$ cat src/rtl/rclr_pkg.sv
package rclr_pkg;
  localparam int ADDR_CLR_ALL = 'h40;
  localparam int ADDR_CLR_RXU = 'h44;
  localparam int ADDR_CLR_RXO = 'h48;
  localparam int ADDR_CLR_TXO = 'h4C;
  localparam int ADDR_CLR_RDQ = 'h50;
  localparam int ADDR_CLR_ABT = 'h54;

  localparam int BIT_RXU = 0;
  localparam int BIT_RXO = 1;
  localparam int BIT_TXO = 3;
  localparam int BIT_RDQ = 5;
  localparam int BIT_ABT = 6;
endpackage

$ cat src/rtl/rclr_raw_bank.sv
module rclr_raw_bank #(
  parameter int RAW_W = 8,
  parameter logic [RAW_W-1:0] LEVEL_MASK = 'h14
) (
  input  logic             clk,
  input  logic             rst,
  input  logic [RAW_W-1:0] ev_set,
  input  logic [RAW_W-1:0] lvl_in,
  input  logic [RAW_W-1:0] clr_vec,
  input  logic             mask_we,
  input  logic [RAW_W-1:0] mask_wdata,
  output logic [RAW_W-1:0] raw_q,
  output logic             irq_q
);
  logic [RAW_W-1:0] raw_d;
  logic [RAW_W-1:0] mask_q;
  logic [RAW_W-1:0] mask_d;

  for (genvar i = 0; i < RAW_W; i++) begin : g_bit
    if (LEVEL_MASK[i]) begin : g_lvl
      assign raw_d[i] = lvl_in[i];
      // level bits track their condition, clears have no say
      a_r3_level_high: assert property (@(posedge clk) disable iff (rst)
        lvl_in[i] |=> raw_q[i]);
      a_r3_level_low: assert property (@(posedge clk) disable iff (rst)
        !lvl_in[i] |=> !raw_q[i]);
    end else begin : g_sw
      assign raw_d[i] = ev_set[i] | (raw_q[i] & ~clr_vec[i]);
      a_r9_set_wins: assert property (@(posedge clk) disable iff (rst)
        ev_set[i] |=> raw_q[i]);
      a_r5_clear_takes: assert property (@(posedge clk) disable iff (rst)
        (clr_vec[i] && !ev_set[i]) |=> !raw_q[i]);
    end
  end

  assign mask_d = mask_we ? mask_wdata : mask_q;

  always_ff @(posedge clk) begin
    if (rst) begin
      raw_q  <= '0;
      mask_q <= '0;
      irq_q  <= 1'b0;
    end else begin
      raw_q  <= raw_d;
      mask_q <= mask_d;
      irq_q  <= |(raw_d & mask_d);
    end
  end

  a_r10_irq_match: assert property (@(posedge clk) disable iff (rst)
    irq_q == |(raw_q & mask_q));
endmodule

$ cat src/rtl/rclr_abort.sv
module rclr_abort #(
  parameter int ABRT_W   = 16,
  parameter int HOLD_BIT = 9
) (
  input  logic              clk,
  input  logic              rst,
  input  logic              abort_valid,
  input  logic [ABRT_W-1:0] abort_cause,
  input  logic              hold_cond,
  input  logic              clr_abrt,
  output logic [ABRT_W-1:0] src_q,
  output logic              flush_q
);
  logic [ABRT_W-1:0] cause_in;
  logic [ABRT_W-1:0] src_d;

  assign cause_in = abort_valid ? abort_cause : '0;

  for (genvar i = 0; i < ABRT_W; i++) begin : g_src
    if (i == HOLD_BIT) begin : g_hold
      assign src_d[i] = cause_in[i] | (src_q[i] & ~(clr_abrt & ~hold_cond));
    end else begin : g_plain
      assign src_d[i] = cause_in[i] | (src_q[i] & ~clr_abrt);
    end
  end

  always_ff @(posedge clk) begin
    if (rst) begin
      src_q   <= '0;
      flush_q <= 1'b0;
    end else begin
      src_q   <= src_d;
      flush_q <= abort_valid | (flush_q & ~clr_abrt);
    end
  end

  a_r8_hold_survives: assert property (@(posedge clk) disable iff (rst)
    (src_q[HOLD_BIT] && hold_cond) |=> src_q[HOLD_BIT]);
  a_r11_flush_rises: assert property (@(posedge clk) disable iff (rst)
    abort_valid |=> flush_q);
  a_r7_flush_release: assert property (@(posedge clk) disable iff (rst)
    (clr_abrt && !abort_valid) |=> !flush_q);
  a_r12_cause_kept: assert property (@(posedge clk) disable iff (rst)
    (!clr_abrt) |=> ((src_q & $past(src_q)) == $past(src_q)));
endmodule

$ cat src/rtl/rclr_decode.sv
module rclr_decode
  import rclr_pkg::*;
#(
  parameter int ADDR_W = 8,
  parameter int RAW_W  = 8,
  parameter logic [RAW_W-1:0] LEVEL_MASK = 'h14
) (
  input  logic              rd_en,
  input  logic [ADDR_W-1:0] rd_addr,
  input  logic [RAW_W-1:0]  raw_q,
  input  logic              irq_q,
  output logic [RAW_W-1:0]  clr_vec,
  output logic              clr_abrt,
  output logic              rd_bit
);
  logic [RAW_W-1:0] sel;
  logic             hit_all;
  logic             hit_abt;

  always_comb begin
    sel     = '0;
    hit_all = 1'b0;
    hit_abt = 1'b0;
    if (rd_addr == ADDR_W'(ADDR_CLR_ALL)) hit_all = 1'b1;
    else if (rd_addr == ADDR_W'(ADDR_CLR_RXU)) sel[BIT_RXU] = 1'b1;
    else if (rd_addr == ADDR_W'(ADDR_CLR_RXO)) sel[BIT_RXO] = 1'b1;
    else if (rd_addr == ADDR_W'(ADDR_CLR_TXO)) sel[BIT_TXO] = 1'b1;
    else if (rd_addr == ADDR_W'(ADDR_CLR_RDQ)) sel[BIT_RDQ] = 1'b1;
    else if (rd_addr == ADDR_W'(ADDR_CLR_ABT)) begin
      sel[BIT_ABT] = 1'b1;
      hit_abt      = 1'b1;
    end
  end

  assign clr_vec  = rd_en ? (hit_all ? ~LEVEL_MASK : sel) : '0;
  assign clr_abrt = rd_en & (hit_all | hit_abt);
  assign rd_bit   = hit_all ? irq_q : |(raw_q & sel);
endmodule

$ cat src/rtl/rclr_intr_unit.sv
module rclr_intr_unit
  import rclr_pkg::*;
#(
  parameter int ADDR_W   = 8,
  parameter int DATA_W   = 16,
  parameter int RAW_W    = 8,
  parameter int ABRT_W   = 16,
  parameter int HOLD_BIT = 9,
  parameter logic [RAW_W-1:0] LEVEL_MASK = 'h14
) (
  input  logic              clk,
  input  logic              rst,
  input  logic [RAW_W-1:0]  ev_set,
  input  logic [RAW_W-1:0]  lvl_in,
  input  logic              abort_valid,
  input  logic [ABRT_W-1:0] abort_cause,
  input  logic              hold_cond,
  input  logic              mask_we,
  input  logic [RAW_W-1:0]  mask_wdata,
  input  logic              rd_en,
  input  logic [ADDR_W-1:0] rd_addr,
  output logic [DATA_W-1:0] rd_data,
  output logic [RAW_W-1:0]  raw_stat,
  output logic [ABRT_W-1:0] abrt_src,
  output logic              irq_out,
  output logic              flush_hold
);
  localparam logic [RAW_W-1:0] SW_MASK = ~LEVEL_MASK;

  logic [RAW_W-1:0] ev_all;
  logic [RAW_W-1:0] clr_vec;
  logic             clr_abrt;
  logic             rd_bit;
  logic             unused_inputs;

  assign unused_inputs = &{1'b0, ev_set & LEVEL_MASK, lvl_in & SW_MASK};

  always_comb begin
    ev_all          = ev_set & SW_MASK;
    ev_all[BIT_ABT] = ev_all[BIT_ABT] | abort_valid;
  end

  rclr_decode #(.ADDR_W(ADDR_W), .RAW_W(RAW_W), .LEVEL_MASK(LEVEL_MASK)) u_decode (
    .rd_en   (rd_en),
    .rd_addr (rd_addr),
    .raw_q   (raw_stat),
    .irq_q   (irq_out),
    .clr_vec (clr_vec),
    .clr_abrt(clr_abrt),
    .rd_bit  (rd_bit)
  );

  rclr_raw_bank #(.RAW_W(RAW_W), .LEVEL_MASK(LEVEL_MASK)) u_raw (
    .clk       (clk),
    .rst       (rst),
    .ev_set    (ev_all),
    .lvl_in    (lvl_in),
    .clr_vec   (clr_vec),
    .mask_we   (mask_we),
    .mask_wdata(mask_wdata),
    .raw_q     (raw_stat),
    .irq_q     (irq_out)
  );

  rclr_abort #(.ABRT_W(ABRT_W), .HOLD_BIT(HOLD_BIT)) u_abort (
    .clk        (clk),
    .rst        (rst),
    .abort_valid(abort_valid),
    .abort_cause(abort_cause),
    .hold_cond  (hold_cond),
    .clr_abrt   (clr_abrt),
    .src_q      (abrt_src),
    .flush_q    (flush_hold)
  );

  always_ff @(posedge clk) begin
    if (rst) rd_data <= '0;
    else     rd_data <= rd_en ? DATA_W'(rd_bit) : '0;
  end

  // group clear empties every sticky bit unless a pulse arrives
  a_r6_group_clear: assert property (@(posedge clk) disable iff (rst)
    (rd_en && rd_addr == ADDR_W'(ADDR_CLR_ALL) && ev_set == '0 && !abort_valid)
      |=> ((raw_stat & SW_MASK) == '0));
  a_r1_upper_zero: assert property (@(posedge clk) disable iff (rst)
    !rd_en |=> (rd_data == '0));
endmodule

$ cat config.mk
export PLATFORM = sky130hd
export DESIGN_NAME = rclr_intr_unit
export DESIGN_NICKNAME = d
export VERILOG_FILES = /design/src/rtl/rclr_pkg.sv /design/src/rtl/rclr_raw_bank.sv /design/src/rtl/rclr_abort.sv /design/src/rtl/rclr_decode.sv /design/src/rtl/rclr_intr_unit.sv
export SDC_FILE = /design/constraint.sdc
export NUM_CORES = 1
export LEC_CHECK = 0
export BUFFER_PORTS_ARGS = -buffer_cell sky130_fd_sc_hd__buf_2
export CORE_MARGIN = 2
export CORE_UTILIZATION = 40
export CTS_CLUSTER_DIAMETER = 80
export DETAILED_ROUTE_END_ITERATION = 12
export PLACE_DENSITY_LB_ADDON = 0.15
export SETUP_SLACK_MARGIN = 0.1
export SLEW_MARGIN = 20
export SYNTH_ARGS = -nofsm -noshare
export SYNTH_HDL_FRONTEND = slang
export SYNTH_SLANG_ARGS = --single-unit
export TNS_END_PERCENT = 5
$ cat constraint.sdc
create_clock -name clk -period 2.9 [get_ports clk]
set_input_delay 0.145 -clock clk [delete_from_list [all_inputs] [get_ports clk]]
set_output_delay 0.145 -clock clk [all_outputs]
set_load 0.005 [all_outputs]
## Word-level counts from Yosys, hierarchy flattened

Index checks and enable logic that the tools add are counted.

| storage, ports and cells | value |
|---|---|
| output and inout bits | 42 |
| bits of input ports | 54 |
| register bits | 50 |
| logic and storage cells | 103 |

| operators by class | value |
|---|---|
| multiplexer cells | 25 |
| reduce and logical (&&, ||, !) cells | 3 |
| bitwise operators | 62 |
| equality and inequality tests | 6 |

Operators by type and width:

| operator | number |
|---|---|
| 8-bit by 7-bit == test with 1-bit output, second input constant | 6 |
| 1-bit AND | 25 |
| 1-bit OR | 25 |
| 8-bit two-way mux | 3 |
| 1-bit two-way mux | 16 |
| 16-bit two-way mux | 1 |
| 8-bit OR reduction | 2 |
| 2-bit two-way mux | 5 |
| 1-bit NOT | 10 |
| 8-bit by 7-bit AND with 8-bit output | 1 |
| 8-bit AND | 1 |
| 2-bit OR reduction | 1 |

## Depth between registers and ports, before layout

| logic depth | value |
|---|---|
| depth in word-level cells | 14 |
| gate-level depth with buffers | 7 |
| depth with buffers taken out | 5 |

## By module

From an unflattened synthesis, not the netlist that was laid out.

| second synthesis, totals | value |
|---|---|
| cells, all modules | 183 |
| area total of the unflattened synthesis | 1,716.6 um^2 |

Modules (own cells, without submodules):

| module | times used | area an instance (um^2) | cells each | seq. area each (um^2) |
|---|---|---|---|---|
| rclr_abort | 1 | 774.5 | 74 | 340.3 |
| rclr_raw_bank | 1 | 603.1 | 63 | 340.3 |
| rclr_decode | 1 | 187.7 | 27 | 0.0 |
| rclr_intr_unit | 1 | 151.4 | 19 | 20.0 |

## Least setup slack after synthesis

No wires, ideal clock.

| path | value |
|---|---|
| kind | in2reg |
| start | input rd_addr[2] |
| end | register u_raw.irq_q |
| buffers on the path | 1 |
| path slack | 1,006 ps |
| required time | 2,776 ps |
| setup time | 124 ps |
| cell stages on the path | 6 |
| arrival time | 1,769 ps |
| cell sequence | buf_6 > or4_4 > or4b_4 > o211ai_2 > o31ai_1 > a2111o_1 |

| between the ends | value |
|---|---|
| cells in the longest elaborated chain, start to end | 14 |
| elaborated cells on any way between the ends | 44 |
| classes of those cells | eq/ne: 6; mux: 18; bitwise: 19; reduce/logical: 1 |

Ends and longest elaborated chain:

| item | line | text |
|---|---|---|
| start: declaration | rclr_intr_unit.sv:21 | `input logic [ADDR_W-1:0] rd_addr,` |
| 8-bit by 7-bit == test with 1-bit output | rclr_decode.sv:29 | `else if (rd_addr == ADDR_W'(ADDR_CLR_ABT)) begin` |
| 1-bit two-way mux | rclr_decode.sv:29 |  |
| 1-bit two-way mux | rclr_decode.sv:28 | `else if (rd_addr == ADDR_W'(ADDR_CLR_RDQ)) sel[BIT_RDQ] = 1'b1;` |
| 2-bit two-way mux | rclr_decode.sv:27 | `else if (rd_addr == ADDR_W'(ADDR_CLR_TXO)) sel[BIT_TXO] = 1'b1;` |
| 2-bit two-way mux | rclr_decode.sv:26 | `else if (rd_addr == ADDR_W'(ADDR_CLR_RXO)) sel[BIT_RXO] = 1'b1;` |
| 2-bit two-way mux | rclr_decode.sv:25 | `else if (rd_addr == ADDR_W'(ADDR_CLR_RXU)) sel[BIT_RXU] = 1'b1;` |
| 2-bit two-way mux | rclr_decode.sv:24 | `if (rd_addr == ADDR_W'(ADDR_CLR_ALL)) hit_all = 1'b1;` |
| 8-bit two-way mux (*) (2 in a row) | rclr_decode.sv:35 | `assign clr_vec = rd_en ? (hit_all ? ~LEVEL_MASK : sel) : '0;` |
| 1-bit NOT | rclr_raw_bank.sv:28 | `assign raw_d[i] = ev_set[i] \| (raw_q[i] & ~clr_vec[i]);` |
| 1-bit AND | rclr_raw_bank.sv:28 |  |
| 1-bit OR | rclr_raw_bank.sv:28 |  |
| 8-bit AND (*) | rclr_raw_bank.sv:46 | `irq_q <= \|(raw_d & mask_d);` |
| 8-bit OR reduction (*) | rclr_raw_bank.sv:46 |  |
| end signal: assignment | rclr_raw_bank.sv:46 |  |
| end: declaration | rclr_raw_bank.sv:13 | `output logic irq_q` |

Mark *: on every way between the ends. The rest lies on a longest branch, timed or not.
A chain may end at the register's enable or synchronous reset.

## Worst setup path in the final report

| path | value |
|---|---|
| start | input rd_addr[7] |
| end | register u_raw.irq_q |

The elaborated chain is that of the path after synthesis.

==> metrics.csv <==
stage;metric;value;unit
sta;Final period util;0.615;
global_route;Tot GR Track Use;0.164;
layout;leading cell types in the layout, fill and taps excluded;72 x buf_2, 35 x nor2_1, 35 x dfxtp_1, 15 x a22oi_1, 15 x conb_1;
clocking;CTS resizes;0;
global_route;first-pass GRT wire length;5290;microns
layout;# nets final;286;
yosys;dominant synthesized flop cell;dfxtp_1;
yosys;Yosys reg bits;35;
placed_design;dpl ws;819;ps
worst_setup_path;CP top delay family;simple AND/OR/NAND/NOR gates;
clocking;worst-skew pair later-pin latency;280;ps
global_route;initial antenna violation count;0;
floorplanning;io pins;96;
yosys;top-area cell type share of the netlist area;0.472;
outcome;outcome;finished, final reports clean;
clocking;Setup Buffers After CTS;0;
drt;Pre-antenna DRT Iters;4;
drt;drt total wl;3320;microns
drt;drc violations;0;
placed_design;DP Cell Count;273;
yosys;Avg Inst Size Synth;9.06;sq um
clocking;CTS buffer count;5;
worst_setup_path;Critical Path, Cell by Cell;buf_2 > and4bb_2 > nand2_1 > or3_1 > buf_4 > a211o_1 > a2111o_1;
placed_design;gpl congestion;0.742;
drt;vias;1347;
worst_setup_path;CP max FO;18;
floorplanning;Die Width;64.9;microns
sta;worst-margin pin slew;626;ps
sta;unrepaired setup endpoints after global routing;no;
worst_setup_path;Worst EP required;3070;ps
yosys;Async SR Flop Fraction;0;
pwr;P_leak;0.950;nW
yosys;Synth Cell Area;0.00149;sq mm
worst_setup_path;Worst path slowest cell;a2111o_1;
worst_setup_path;CP arrival;1950;ps
global_route;total grt overflow;0;
floorplanning;Placeable Area;0.00361;sq mm
floorplanning;die footprint;0.00422;sq mm
yosys;cell accounting for the most synthesized area;dfxtp_1;
drt;Iter 0 DRT Violations;43;
drt;ANT nets after route;0;
sta;Slew Limit Fails;0;
layout;P&R area growth vs syn;28.4;%
sta;highest clock rate;561;MHz
clocking;CTS Root Cell;clkbuf_8;
drt;vias per cell;4.79;
pwr;pwr dens;555;mW/mm^2
worst_hold_path;worst min-delay path class;in -> reg;
pwr;Final Total Pwr;0.00106;W
layout;Final Core Density;0.529;
drt;WL/cell;11.8;microns
global_route;vias in the first global route;1184;
yosys;Post-synth EDFFs;0;
floorplanning;Starting Density;0.412;
worst_setup_path;crit end category;register;
flow_run;maxcap violations;0;
layout;commonest non-fill, non-tap cell in the layout;buf_2;
layout;area occupied by multi-input gates;659;sq um
clocking;Post-CTS Hold Fix Bufs;0;
clocking;CTS tree;built;
floorplanning;num rows;22;
yosys;largest cells by area after synthesis;dfxtp_1 47%, nor2_1 8.8%, a22oi_1 7.6%;
sta;setup TNS;0;ps
worst_setup_path;Crit path largest cell delay;400;ps
pwr;Peak VDD IR;0.253;mV
sta;Max Clock Skew;4.00;ps
yosys;Seq/Total Area, Yosys;0.472;
worst_setup_path;Setup CP Type;in -> reg;
sta;Worst Setup Slack, final;1120;ps
worst_setup_path;Buf+Inv Stages, Crit Path;2;
placed_design;IO buf count;72;
yosys;Synth Warn #;0;
sta;post-route minimum period;1780;ps
global_route;largest net degree at the start of global routing;36;
sta;Final setup viols;0;
clocking;H-tree Lvls;2;
layout;Final Non-Filler Cells;281;
clocking;Clock Tree Buf Depth;2;
floorplanning;Die Y;64.9;microns
yosys;Netlist cell types;37;
sta;Fin. Hold Viols;0;
layout;Layout fillers;360;
clocking;Clock Sink Count;35;
clocking;Reg clk slew, reported paths;70;ps
layout;diodes inserted;0;
sta;Max-slew headroom;0.583;
layout;layout cells sized above 1;0.365;
worst_setup_path;CP Launch Type;input pin;
layout;register area;701;sq um
yosys;Syn Inst Count;164;
## synth_stat cells, types with 2 or more instances
| cell type | number |
|---|---|
| mux2i_1 | 9 |
| buf_4 | 15 |
| dfxtp_1 | 35 |
| nand2_1 | 2 |
| nor2_1 | 35 |
| nand3_1 | 3 |
| clkbuf_1 | 8 |
| a21oi_1 | 8 |
| nor3_1 | 3 |
| a22oi_1 | 15 |
| or3_1 | 2 |
| inv_1 | 4 |
## tightest hold or removal path: cells and delay by family
family	cells	cell delay (ps)
AND/OR/NAND/NOR	1	70
buffers and inverters	2	110
## sequential cells by signal, summed over array words and instances, names as in the netlist
| name | flops |
|---|---|
| u_abort.src_q | 16 |
| u_raw.mask_q | 8 |
| u_raw.irq_q | 1 |
| u_raw.raw_q | 8 |
| rd_data | 1 |
| u_abort.flush_q | 1 |
## metal layers
| layer | vias up | share of wire | global-route usage |
|---|---|---|---|
| li1 | 672 | - | - |
| met1 | 607 | 0.45 | 0.194 |
| met2 | 63 | 0.45 | 0.269 |
| met3 | 5 | 0.088 | 0.0625 |
| met4 | 0 | 0.012 | 0.0559 |
| met5 | - | 0 | 0 |
## report_power, final
group          internal (W)  switching [W]  total, W
Combinational     0.0000719      0.0000708  0.000143
Clock              0.000216       0.000171  0.000386
Sequential         0.000513      0.0000166  0.000530
## final cells by class
cell class / count / share of cell area
flip-flops and latches: 35 / 0.367
multi-input cells: 113 / 0.346
well taps: 48 / 0.0315
clock buffers: 7 / 0.0505
repair buffers: 73 / 0.193
inverters: 4 / 0.00787
clock inverters: 1 / 0.00394
## kinds of logic after synthesis
logic type,after synthesis,synth area share
AO/OA/AOI/OAI,34,0.163
XOR/XNOR,2,0.0118
buffers and inverters,30,0.120
AND/OR/NAND/NOR,53,0.170
flip-flops,35,0.472
other,1,0.00252
multiplexers,9,0.0607
## worst paths after layout
| check | start | endpoint | slack, ps | depth (start not counted) |
|---|---|---|---|---|
| setup reg to reg | u_raw.mask_q[4] | u_raw.irq_q | 1610 | 5 |
| hold / removal | lvl_in[4] | u_raw.raw_q[4] | 80 | 3 |
| setup / recovery | rd_addr[7] | u_raw.irq_q | 1120 | 7 |
| hold reg to reg | u_abort.src_q[9] | u_abort.src_q[9] | 480 | 2 |
## per-stage QoR
step	area, sq um	hold slack [ps]
detailed placement	1800	370
CTS	1910	74.0
global placement	1800	367
finish	1910	75.3
floorplan	1540	262
global route	1910	79.6
Note: power is estimated with default switching activity, not from simulation.
